## src/rtl/rtc_pkg.sv

```systemverilog
package rtc_pkg;
  localparam int IDX_A      = 10;
  localparam int IDX_B      = 11;
  localparam int IDX_C      = 12;
  localparam int IDX_D      = 13;
  localparam int TIME_BYTES = 7;

  localparam logic [6:0] A_LO_INIT = 7'h26;
  localparam logic [7:0] B_INIT    = 8'h02;
  localparam logic [7:0] D_FIXED   = 8'h80;

  localparam int B_SET  = 7;
  localparam int B_PIE  = 6;
  localparam int B_AIE  = 5;
  localparam int B_UIE  = 4;
  localparam int B_SQWE = 3;

  typedef struct packed {
    logic irqf;
    logic pf;
    logic af;
    logic uf;
  } flags_t;

  typedef enum logic [1:0] {SEQ_IDLE, SEQ_WAIT, SEQ_CAPT} seq_state_e;

  // storage index of each calendar slot, slot 0 = seconds
  function automatic int time_idx(int slot);
    case (slot)
      0: return 0;
      1: return 2;
      2: return 4;
      3: return 6;
      4: return 7;
      5: return 8;
      default: return 9;
    endcase
  endfunction

  function automatic logic is_time(int i);
    return (i == 0) || (i == 2) || (i == 4) || (i == 6) || (i == 7) || (i == 8) || (i == 9);
  endfunction
endpackage

```

## src/rtl/rtc_host_port.sv

```systemverilog
module rtc_host_port #(
  parameter int IDX_W = 7
) (
  input  logic             clk,
  input  logic             rst_n,
  input  logic             sel,
  input  logic             wr,
  input  logic             rd,
  input  logic [IDX_W-1:0] idx_data,
  output logic [IDX_W-1:0] idx,
  output logic             dwr,
  output logic             drd
);
  logic [IDX_W-1:0] idx_nxt;
  logic             idx_en;

  assign idx_en = wr & ~sel;

  always_comb begin
    idx_nxt = idx;
    if (idx_en) idx_nxt = idx_data;
  end

  always_ff @(posedge clk or negedge rst_n) begin
    if (!rst_n) idx <= '0;
    else        idx <= idx_nxt;
  end

  assign dwr = wr & sel;
  assign drd = rd & sel;
endmodule

```

## src/rtl/rtc_update_seq.sv

```systemverilog
module rtc_update_seq
  import rtc_pkg::*;
#(
  parameter int TICKS = 8
) (
  input  logic clk,
  input  logic rst_n,
  input  logic sec_req,
  input  logic tb_tick,
  input  logic osc_ok,
  input  logic set_mode,
  input  logic uip_clr,
  output logic uip,
  output logic cal_adv,
  output logic upd_end
);
  localparam int CNT_W = (TICKS > 1) ? $clog2(TICKS) : 1;
  localparam logic [CNT_W-1:0] LAST = CNT_W'(TICKS - 1);

  seq_state_e       state, state_nxt;
  logic [CNT_W-1:0] cnt, cnt_nxt;
  logic             uip_nxt;

  assign cal_adv = (state == SEQ_WAIT) && tb_tick && (cnt == LAST);
  assign upd_end = (state == SEQ_CAPT);

  always_comb begin
    state_nxt = state;
    cnt_nxt   = cnt;
    uip_nxt   = uip;
    case (state)
      SEQ_IDLE: if (sec_req && osc_ok) begin
        state_nxt = SEQ_WAIT;
        cnt_nxt   = '0;
        uip_nxt   = ~set_mode;
      end
      SEQ_WAIT: if (tb_tick) begin
        if (cnt == LAST) state_nxt = SEQ_CAPT;
        else             cnt_nxt   = cnt + 1'b1;
      end
      default: begin
        state_nxt = SEQ_IDLE;
        uip_nxt   = 1'b0;
      end
    endcase
    if (uip_clr) uip_nxt = 1'b0;
  end

  always_ff @(posedge clk or negedge rst_n) begin
    if (!rst_n) begin
      state <= SEQ_IDLE;
      cnt   <= '0;
      uip   <= 1'b0;
    end else begin
      state <= state_nxt;
      cnt   <= cnt_nxt;
      uip   <= uip_nxt;
    end
  end
endmodule

```

## src/rtl/rtc_flag_unit.sv

```systemverilog
module rtc_flag_unit
  import rtc_pkg::*;
(
  input  logic   clk,
  input  logic   rst_n,
  input  logic   set_pf,
  input  logic   set_af,
  input  logic   set_uf,
  input  logic   rd_clr,
  input  logic   pie,
  input  logic   aie,
  input  logic   uie,
  output flags_t flags,
  output logic   irq
);
  flags_t nxt;

  always_comb begin
    nxt = rd_clr ? '0 : flags;
    if (set_pf) nxt.pf = 1'b1;
    if (set_af) nxt.af = 1'b1;
    if (set_uf) nxt.uf = 1'b1;
    if (set_pf || set_af || set_uf) nxt.irqf = 1'b1;
  end

  always_ff @(posedge clk or negedge rst_n) begin
    if (!rst_n) flags <= '0;
    else        flags <= nxt;
  end

  assign irq = (flags.pf & pie) | (flags.af & aie) | (flags.uf & uie);
endmodule

```

## src/rtl/rtc_regbank.sv

```systemverilog
module rtc_regbank
  import rtc_pkg::*;
#(
  parameter int IDX_W     = 7,
  parameter int UIP_TICKS = 8
) (
  input  logic        clk,
  input  logic        rst_n,
  input  logic        host_sel,
  input  logic        host_wr,
  input  logic        host_rd,
  input  logic [7:0]  host_wdata,
  output logic [7:0]  host_rdata,
  output logic        irq,
  input  logic        sec_req,
  input  logic        tb_tick,
  input  logic        per_tick,
  output logic [3:0]  rate_sel,
  output logic        per_en,
  output logic        sqw_en,
  input  logic [55:0] cnt_time,
  output logic        cal_adv,
  output logic        cal_load,
  output logic [55:0] cal_time
);
  localparam int DEPTH = 1 << IDX_W;
  localparam logic [IDX_W-1:0] I_A = IDX_W'(IDX_A);
  localparam logic [IDX_W-1:0] I_B = IDX_W'(IDX_B);
  localparam logic [IDX_W-1:0] I_C = IDX_W'(IDX_C);
  localparam logic [IDX_W-1:0] I_D = IDX_W'(IDX_D);

  logic [IDX_W-1:0] idx;
  logic             dwr, drd;
  logic [6:0]       a_lo, a_lo_nxt;
  logic [7:0]       b_q, b_nxt;
  logic             load_q, load_nxt;
  logic             uip, upd_end, osc_ok, uip_clr, capture;
  logic             set_pf, set_af, set_uf, rd_clr, match;
  logic [2:0]       alm_hit;
  flags_t           flags;
  logic [7:0]       mem [DEPTH];

  rtc_host_port #(.IDX_W(IDX_W)) u_port (
    .clk(clk), .rst_n(rst_n), .sel(host_sel), .wr(host_wr), .rd(host_rd),
    .idx_data(host_wdata[IDX_W-1:0]), .idx(idx), .dwr(dwr), .drd(drd)
  );

  // control register A/B next state
  always_comb begin
    a_lo_nxt = a_lo;
    b_nxt    = b_q;
    if (dwr && idx == I_A) a_lo_nxt = host_wdata[6:0];
    if (dwr && idx == I_B) b_nxt    = host_wdata;
  end

  assign load_nxt = (dwr && idx == I_B && b_q[B_SET] && !host_wdata[B_SET]) ||
                    (dwr && is_time(int'(idx)) && !b_q[B_SET]);

  always_ff @(posedge clk or negedge rst_n) begin
    if (!rst_n) begin
      a_lo   <= A_LO_INIT;
      b_q    <= B_INIT;
      load_q <= 1'b0;
    end else begin
      a_lo   <= a_lo_nxt;
      b_q    <= b_nxt;
      load_q <= load_nxt;
    end
  end

  assign osc_ok  = (a_lo[6:4] == 3'b010);
  assign uip_clr = dwr && idx == I_B && host_wdata[B_SET];

  rtc_update_seq #(.TICKS(UIP_TICKS)) u_seq (
    .clk(clk), .rst_n(rst_n), .sec_req(sec_req), .tb_tick(tb_tick),
    .osc_ok(osc_ok), .set_mode(b_q[B_SET]), .uip_clr(uip_clr),
    .uip(uip), .cal_adv(cal_adv), .upd_end(upd_end)
  );

  assign capture = upd_end && !b_q[B_SET];

  // alarm bytes sit just above seconds, minutes, hours
  for (genvar g = 0; g < 3; g++) begin : g_alarm
    localparam logic [IDX_W-1:0] AI = IDX_W'(2 * g + 1);
    assign alm_hit[g] = (mem[AI][7:6] == 2'b11) || (mem[AI] == cnt_time[8*g +: 8]);
  end
  assign match = &alm_hit;

  assign set_pf = per_tick && b_q[B_PIE];
  assign set_af = capture && b_q[B_AIE] && match;
  assign set_uf = capture && b_q[B_UIE];
  assign rd_clr = drd && idx == I_C;

  rtc_flag_unit u_flags (
    .clk(clk), .rst_n(rst_n), .set_pf(set_pf), .set_af(set_af), .set_uf(set_uf),
    .rd_clr(rd_clr), .pie(b_q[B_PIE]), .aie(b_q[B_AIE]), .uie(b_q[B_UIE]),
    .flags(flags), .irq(irq)
  );

  // byte storage; capture overrides a same-cycle host write
  always_ff @(posedge clk) begin
    if (dwr && idx != I_A && idx != I_B && idx != I_C && idx != I_D)
      mem[idx] <= host_wdata;
    if (capture) begin
      for (int s = 0; s < TIME_BYTES; s++)
        mem[IDX_W'(time_idx(s))] <= cnt_time[8*s +: 8];
    end
  end

  for (genvar s = 0; s < TIME_BYTES; s++) begin : g_time
    assign cal_time[8*s +: 8] = mem[IDX_W'(time_idx(s))];
  end

  always_comb begin
    if (!host_sel) host_rdata = 8'hFF;
    else begin
      case (idx)
        I_A:     host_rdata = {uip, a_lo};
        I_B:     host_rdata = b_q;
        I_C:     host_rdata = {flags, 4'b0000};
        I_D:     host_rdata = D_FIXED;
        default: host_rdata = mem[idx];
      endcase
    end
  end

  assign cal_load = load_q;
  assign rate_sel = a_lo[3:0];
  assign per_en   = b_q[B_PIE] | b_q[B_SQWE];
  assign sqw_en   = b_q[B_SQWE];
endmodule

```

## config.mk

```make
export PLATFORM = sky130hd
export DESIGN_NAME = rtc_regbank
export DESIGN_NICKNAME = d
export VERILOG_FILES = /design/src/rtl/rtc_pkg.sv /design/src/rtl/rtc_host_port.sv /design/src/rtl/rtc_update_seq.sv /design/src/rtl/rtc_flag_unit.sv /design/src/rtl/rtc_regbank.sv
export SDC_FILE = /design/constraint.sdc
export NUM_CORES = 1
export LEC_CHECK = 0
export BUFFER_PORTS_ARGS = -buffer_cell sky130_fd_sc_hd__buf_2
export CORE_AREA = 2 2 416 418
export CTS_CLUSTER_DIAMETER = 40
export DETAILED_ROUTE_END_ITERATION = 6
export DIE_AREA = 0 0 418 420
export GPL_TIMING_DRIVEN = 0
export SYNTH_ARGS = -nofsm -noshare
export SYNTH_HDL_FRONTEND = slang
export SYNTH_SLANG_ARGS = --single-unit
```

## constraint.sdc

```tcl
create_clock -name clk -period 3.3 [get_ports clk]
set_input_delay 0 -clock clk [delete_from_list [all_inputs] [get_ports clk]]
set_output_delay 0 -clock clk [all_outputs]
set_load 0.005 [all_outputs]
```

### Yosys cells after proc, flatten, opt, wreduce, memory -nomap -nowiden

Memories as Yosys holds them, arrays and structs flattened.
Index checks and enable logic that the tools add are counted.

* register bits after elaboration: 33
* bits in writable memories: 1024
* input port bits: 72
* output and inout bits: 73
* memories: 1

* $add $sub $neg: 1
* equality and inequality tests: 30
* muxes and demuxes: 29
* bitwise gates (word level): 11
* reduce and logical (&&, ||, !) cells: 45

Memory list
* mem: words 128, width 8, read ports 11, clocked after memory_dff 0, wr ports 8, line rtc_regbank.sv:41 `logic [7:0] mem [DEPTH];`

Operator list (number)
* equality test 7 x 4 -> 1 bit, second input constant: 7
* two-way mux 7 bit: 7
* case mux 8 bit (4 select lines): 1
* inequality test 7 x 4 -> 1 bit, second input constant: 4
* equality test 8 bit: 3
* logical AND 1 bit: 20
* equality test 7 x 5 -> 1 bit, second input constant: 2
* logical OR 1 bit: 12
* two-way mux 1 bit: 10
* nonzero test 2 bit: 5
* two-way mux 3 bit: 3
* equality test 2 bit, second input constant: 4
* two-way mux 8 bit: 1
* equality test 7 x 3 -> 1 bit, second input constant: 1
* logical NOT 7 bit: 1
* bitwise AND 1 bit: 6
* two-way mux 2 bit: 3
* inequality test 2 bit, second input constant: 3
* case mux 3 bit (2 select lines): 1
* AND reduction 3 bit: 2
* two-way mux 4 bit: 1
* inequality test 2 x 1 -> 1 bit, second input constant: 2
* case mux 2 bit (2 select lines): 1
* AND reduction 4 bit: 1
* other kinds (11): 15

### Depth between registers and ports, before layout

Gate-level depths: netlist of the first run.

* depth after elaboration: 10
* mapped depth: 11
* gate-level depth less buffers: 6

### Hierarchy

From an unflattened synthesis of the first run, not the netlist that was laid out.

* cell total of the unflattened synthesis: 2275
* area, all modules: 42592.1 um2

Modules (own cells, without submodules)
* rtc_regbank: instances 1, cells an instance 2216, area each 41810.1 um2
* rtc_update_seq: instances 1, cells an instance 30, area each 316.6 um2
* rtc_host_port: instances 1, cells an instance 18, area each 310.3 um2
* rtc_flag_unit: instances 1, cells an instance 11, area each 155.1 um2

### Worst setup path before layout of the first run

OpenSTA, ideal clock, no wires.

* path type: register to register
* start: register u_port.idx[0]
* end: memory mem[0][0] (enable)
* library setup time: 384 ps
* arrival time: 2083 ps
* setup slack: 833 ps
* cell stages (with the launch flop): 9
* period minus slack after synthesis: 2467 ps
* path through: dfrtp_1 > buf_6 > buf_12 > buf_6 > buf_4 > buf_2 > nor2_1 > nand2_1 > o21ai_0

RTL lines
* start: declaration: line rtc_host_port.sv:10 `output logic [IDX_W-1:0] idx,`
* start signal: assignment: line rtc_host_port.sv:26 `else idx <= idx_nxt;`
* end: declaration: line rtc_regbank.sv:41

### Final worst setup path of the first run

* start: register u_port.idx[0]
* end: output port host_rdata[1]

* cells in the longest elaborated chain, start to end: 3
* elaborated cells between the ends (all ways): 7

RTL lines
* memory (128 x 8 bit) or equality test 7 x 4 -> 1 bit (tied branches)
* case mux 8 bit (4 select lines) (*): line rtc_regbank.sv:117 `case (idx)`
* two-way mux 8 bit (*): line rtc_regbank.sv:115 `if (!host_sel) host_rdata = 8'hFF;`
* end: declaration: line rtc_regbank.sv:13 `output logic [7:0] host_rdata,`

Mark *: on every way between the ends. The rest lies on a longest branch, timed or not.

==> impl_metrics.ini, run 1 <==
[run_status]
status = finished with violations
violations = negative setup slack

[run]
max-cap-violations = 0

[global_route]
grt_usage_pct = 15.27
grt_pass1_vias = 24906
grt-ovfl-total = 0
grt_max_degree = 90
grt_pass1_wl_um = 190300
antenna_found_initial = 2

[power]
power.total_mw = 35.85
p_int_mw = 26.36
power-per-cell-area_nw_per_um2 = 650.0
netSwitchingFraction_pct = 26.46
power_leakage_nw = 18.39
switchingPower_mw = 9.487
worst_ir_drop_vdd_mv = 0.5128
p_clk_share_pct = 42.2
p_seq_share_pct = 41.8
combPwrFrac_pct = 15.9

[timing]
finClkSkew_ps = 33.42
tightest_slew_ps = 1041
fin_ws_ps = -231.9
final_hold_viol_count = 0
rsz0062_at_grt = yes
fin_crit_sh_pct = 107.0
setup_viol = 8
slew_headroom_pct = 30.34
drv_slew = 0
period_needed_ps = 3532
max_freq_mhz = 283.1

[place]
place_ws_ps = -1329
dp_hpwl_um = 87880
place.gp.congestion = 0.9992
port_buffers = 144

[yosys]
synth_edf_count = 1024
ys_types = 65
syn_avg_cell_area_um2 = 18.63
netlist_area_um2 = 42620
ys.flop_type = edfxtp_1
seq_area_frac_synth_pct = 74.09
syn_inst = 2288
async_flop_share_pct = 3.122
synth-seq-cells = 1057
yosys_warnings = 0

[clock_tree]
cts_tree = yes
htree_levels = 4
clk_latency_ps = 760
cts_root_buffer = clkbuf_16
clockBufferDepth = 3
clk_pin_slew_ps = 50
cts_made_buffers = 137
cts.sinks = 1057

[min_path]
min_path_cells = 3
min_path_type = in2reg
hold_start = cnt_time[30]
hold_end = mem[6][6]

[critical_path]
crit_chain = buf_6 > buf_12 > buf_16 > mux4_2 > a211o_1 > o211ai_1 > a31oi_4 > buf_2
r2r_start = u_port.idx[4]
reg2reg_depth = 6
worstPathArrival_ps = 3530
crit_path_top_delay_cell = o211ai_1
rrSetupSlack_ps = 0
cp_slowest_stage_delay_ps = 640
cp-start-kind = flop
endpoint_kind = primary output
r2r-end = mem[114][6]
critPathKind = reg2out
crit_fanout = 9
cp.required_ps = 3300

[routing]
dr.pass1.iters = 6
wl_um = 137400
wire_per_inst_um = 26.91
drc = 0
vias = 25259
via_per_inst = 4.949
antenna_left = 0
drt_iter0_drc = 3549

[floorplanning]
die_h_um = 420
core_um2 = 171000
die_w_um = 418
die_area_um2 = 175600
initial_utilization_pct = 24.93
num_io_pins = 145
rows = 152

[final_layout]
drive_gt1_share_pct = 34.04
nets = 2832
area_growth_pct = 29.41
-- cell type report --
| class | instances | area (µm²) |
|---|---|---|
| Sequential cell | 1057 | 31580 |
| Tap cell | 2233 | 2794 |
| Clock inverter | 90 | 1096 |
| Fill cell | 16171 | 115800 |
| Multi-Input combinational cell | 1111 | 11770 |
| Antenna cell | 1 | 2.502 |
| Buffer | 144 | 1814 |
| Inverter | 5 | 18.77 |
| Timing Repair Buffer | 302 | 2515 |
| Clock buffer | 161 | 3561 |
-- synth_stat cells, types with 22 or more instances --
library cell,number,area share (%)
a21o_1,57,1.0
a21oi_1,39,0.46
a221oi_1,29,0.60
a22oi_1,29,0.51
buf_4,29,0.51
buf_6,25,0.66
clkbuf_1,69,0.61
dfrtp_1,29,1.7
edfxtp_1,1024,72
mux2_2,30,0.79
mux2i_1,237,5.6
mux4_2,149,7.9
nand2_1,58,0.51
nand3_1,22,0.26
nor2_1,161,1.4
o21ai_0,65,0.76
o221ai_1,23,0.47
o22ai_1,23,0.34
-- worst max path at each step --
| stage | startpoint | endpoint | cells past startpoint | slack, ps |
|---|---|---|---|---|
| detailed placement | u_port.idx[0] | mem[15][2] | 8 | -1330 |
| floorplan | u_port.idx[0] | mem[0][0] | 8 | 830 |
| CTS | u_port.idx[1] | host_rdata[1] | 11 | -190 |
| global placement | u_port.idx[0] | mem[15][5] | 8 | -1230 |
| finish | u_port.idx[0] | host_rdata[1] | 8 | -230 |
| global route | u_port.idx[0] | host_rdata[5] | 9 | -190 |
-- sequential cells by signal, summed over array words and instances, names as in the netlist --
name,flops
cal_load,1
u_port.idx,7
b_q,8
u_seq.cnt,3
u_seq.uip,1
u_seq.state,2
a_lo,7
mem,1024
u_flags.flags,4
-- routing by layer --
layer | track usage (%) | vias up | share of wire [%]
met5 | 0 | - | 0.0058
met4 | 6.627 | 2 | 4.5
met3 | 3.442 | 315 | 9.5
met2 | 24.07 | 1450 | 47
met1 | 20.14 | 13199 | 39
li1 | - | 10293 | -
-- what timing repair did --
action | in CTS | in global routing
pin swaps | 39 | 17
gates cloned | 3 | 1
setup endpoints to repair | 911 | 192
endpoints found under the hold margin | 504 | 0
setup buffers | 38 | 32
hold buffers | 74 | 0
gates resized for setup | 570 | 66
-- metrics by stage --
stage	setup TNS [ps]	cells	utilization, %	instance area (µm²)	hold WS [ps]
2_1_floorplan	0	2319	-	42740	-295.6
3_3_place_gp	-676390	4696	27.05	46250	109.1
3_5_place_dp	-697290	4706	27.21	46520	108.0
4_1_cts	-731.1	5071	31.94	54610	13.79
5_1_grt	-1288	5104	32.26	55160	42.73
6_report	-1265	5104	32.26	55160	48.82
-- logic make-up (layout without fill, tap and decap cells) --
kind of cell | Yosys count | after routing | synth area share [%]
mux | 421 | 421 | 14.54
buf+inv | 151 | 702 | 2.196
other cells | 1 | 33 | 0.008798
fa+ha+maj | 2 | 2 | 0.05870
simple gates | 310 | 310 | 3.320
flops | 1057 | 1057 | 74.09
xor+xnor | 24 | 24 | 0.4932
compound gates | 322 | 322 | 5.290
-- cells in the final DEF (no fill, tap or decap), drive strengths merged, types with 5 or more instances in the layout --
cell type / netlist / routed
nand4: 5 / 5
clkinv: 0 / 45
nand3: 23 / 23
buf: 77 / 306
a22oi: 29 / 29
dlygate4sd3: 0 / 73
o221ai: 23 / 23
nor4b: 6 / 6
nor4: 5 / 5
o22ai: 23 / 23
a211o: 6 / 6
nor2b: 16 / 16
conb: 1 / 32
nor2: 162 / 162
inv: 5 / 21
xor2: 16 / 16
a221oi: 29 / 29
dfrtp: 29 / 29
nand2: 58 / 58
mux2: 30 / 30
o21ai: 65 / 65
a211oi: 11 / 11
edfxtp: 1024 / 1024
xnor2: 8 / 8
a2111oi: 13 / 13
mux2i: 237 / 237
a21oi: 39 / 39
bufinv: 0 / 17
and2: 15 / 15
clkbuf: 69 / 226
a21o: 57 / 57
clkinvlp: 0 / 12
mux4: 154 / 154
a31oi: 5 / 5
-- power by group through the flow --
| stage | Combinational [mW] | Clock, mW | Sequential, mW |
|---|---|---|---|
| floorplan | 2.28 | 0 | 15.2 |
| global placement | 4.21 | 0 | 15.3 |
| detailed placement | 4.27 | 0 | 15.3 |
| CTS | 5.39 | 15.2 | 15.0 |
| global route | 5.82 | 15.8 | 15.0 |
| finish | 5.71 | 15.1 | 15.0 |
-- worst max-delay path: cells and delay by family (launching register included) --
kind | cells | cell delay [ps]
AOI/OAI and AO/OA | 3 | 1260
buffers and inverters | 4 | 620
muxes | 1 | 550
DFF | 1 | 340
Power figures use the tool's default switching activity.
==> run 2: changes to the inputs <==
CELL_PAD_IN_SITES_DETAIL_PLACEMENT = 0   (was not set)
CELL_PAD_IN_SITES_GLOBAL_PLACEMENT = 1   (was not set)
PLACE_DENSITY_LB_ADDON = 0.1   (was not set)
==> impl_metrics.ini, run 2 (same netlist as run 1, synthesis figures left out) <==
[final_layout]
area_growth_pct = 32.87
nets = 2904
largest_register_ff_count = 1024
drive_gt1_share_pct = 35.64
top_register = mem
finalCoreUtilization_pct = 33.12
final_common_cell = edfxtp_1
top_regs = mem: 1024 flops, b_q: 8 flops
layout_common_cells = 1024 x edfxtp_1, 201 x mux2i_1, 169 x clkbuf_16, 149 x mux4_2, 140 x buf_2

[clock_tree]
clk_latency_ps = 810
cts_tree = yes
clockBufferDepth = 3
cts_made_buffers = 165
cts.sinks = 1057
cts_root_buffer = clkbuf_16
clk_pin_slew_ps = 60
htree_levels = 4

[power]
power_leakage_nw = 19.06
netSwitchingFraction_pct = 27.09
p_clk_share_pct = 45.0
worst_ir_drop_vdd_mv = 0.5906
combPwrFrac_pct = 16.0
p_int_mw = 28.05
switchingPower_mw = 10.42
power-per-cell-area_nw_per_um2 = 679.4
p_seq_share_pct = 39.0
power.total_mw = 38.48

[global_route]
grt_max_degree = 93
grt_usage_pct = 19.33
antenna_found_initial = 10
grt_pass1_vias = 25572
grt_pass1_wl_um = 227300
grt-ovfl-total = 0

[run_status]
status = finished with violations
violations = negative setup slack

[timing]
rsz0062_at_grt = yes
drv_slew = 0
fin_ws_ps = -379.4
final_hold_viol_count = 0
max_freq_mhz = 271.8
tightest_slew_ps = 1024
period_needed_ps = 3679
slew_headroom_pct = 31.49
fin_crit_sh_pct = 111.5
finClkSkew_ps = 31.02
setup_viol = 83

[floorplanning]
die_area_um2 = 175600
num_io_pins = 145
core_um2 = 171000
die_w_um = 418
rows = 152
die_h_um = 420
initial_utilization_pct = 24.93

[critical_path]
cp.required_ps = 3300
critPathKind = reg2out
endpoint_kind = primary output
worstPathArrival_ps = 3680
crit_chain = buf_12 > buf_12 > buf_16 > mux4_2 > a2111oi_4 > nand2_1 > a32oi_4 > a31oi_1 > buf_2
crit_fanout = 11
crit_top_cell = buf_12
cp_slowest_stage_delay_ps = 600
crit_path_top_delay_cell = a2111oi_4
cp-start-kind = flop

[place]
dp_hpwl_um = 114800
port_buffers = 144
place.gp.congestion = 0.8254

[routing]
dr.pass1.iters = 5
antenna_left = 0
via_per_inst = 4.756
wl_um = 171600
vias = 24757
wire_per_inst_um = 32.96
drc = 0
drt_iter0_drc = 2143

[min_path]
min_path_type = in2reg

[run]
max-cap-violations = 0
-- run 2: changes by cell type in the layout (fill, tap and decap cells not counted), sizes merged --
cell	previous run	this run
dlygate4sd3	73	106
inv	21	27
clkinvlp	12	11
clkinv	45	70
clkbuf	226	248
diode	1	6
bufbuf	2	3
clkdlybuf4s18	0	1
bufinv	17	19
buf	306	313
-- run 2: area by class of cell --
| class | instances | area (µm²) |
|---|---|---|
| flip-flops and latches | 1057 | 31580 |
| diodes | 6 | 15.01 |
| fillers | 16318 | 114300 |
| well taps | 2233 | 2794 |
| clock inverters | 122 | 1249 |
| plain buffers | 144 | 1864 |
| inverters | 5 | 18.77 |
| repair buffers | 346 | 2993 |
| multi-input cells | 1111 | 11890 |
| clock buffers | 181 | 4232 |
-- run 2: per-stage QoR --
step / worst slack (ps) / instances / setup TNS (ps) / hold WS, ps / cell area, µm²
2_1_floorplan: 832.9 / 2319 / 0 / -295.6 / 42740
3_3_place_gp: -2246 / 4696 / -1397830 / 113.2 / 46250
3_5_place_dp: -2113 / 4707 / -1079560 / 140.1 / 46560
4_1_cts: -437.1 / 5163 / -3157 / 10.65 / 56000
5_1_grt: -396.3 / 5203 / -10400 / 47.78 / 56630
6_report: -379.4 / 5205 / -4479 / 62.24 / 56630
-- run 2: final timing paths --
path                       cells after the start     startpoint             to  slack, ps
max                                            9  u_port.idx[1]  host_rdata[4]       -380
min                                            3   cnt_time[17]      mem[4][1]         60
max reg2reg                                   10  u_port.idx[1]     mem[40][7]        -60
min reg2reg                                    1         b_q[0]         b_q[0]        510
max in group asynchronous                      4          rst_n        a_lo[3]       2640
min in group asynchronous                      3          rst_n        a_lo[2]        450
-- run 2: metal layers --
layer	share of wire, %	vias to the layer above	routed length, µm	global-route usage [%]
met5	0	-	0	0
met4	2.3	0	3923	5.250
met3	4.6	193	7882	2.795
met2	49	689	84520	32.50
met1	44	13437	75220	26.01
li1	-	10438	-	-
-- run 2: power by group through the flow --
stage                     clock network, mW  logic, mW  registers, mW
after detailed placement                  0       4.82           15.3
after floorplan                           0       2.28           15.2
final                                  17.3       6.16           15.0
after global routing                   18.2       6.36           15.0
after CTS                              17.7       5.95           15.0
after global placement                    0       4.76           15.3
-- run 2: timing repair --
item                                     CTS  global route
gates cloned                               3             2
hold buffers                             107             0
hold endpoints to repair                 926             0
endpoints found under the setup margin  1001           102
buffers inserted                          44            35
pin swaps                                 23            18
gates resized for setup                  599            60
-- run 2: critical path: cells and delay by family (launching register included) --
family	cells	cell delay [ps]
compound gates	3	1080
buf+inv	4	730
mux	1	380
flops	1	370
simple gates	1	200
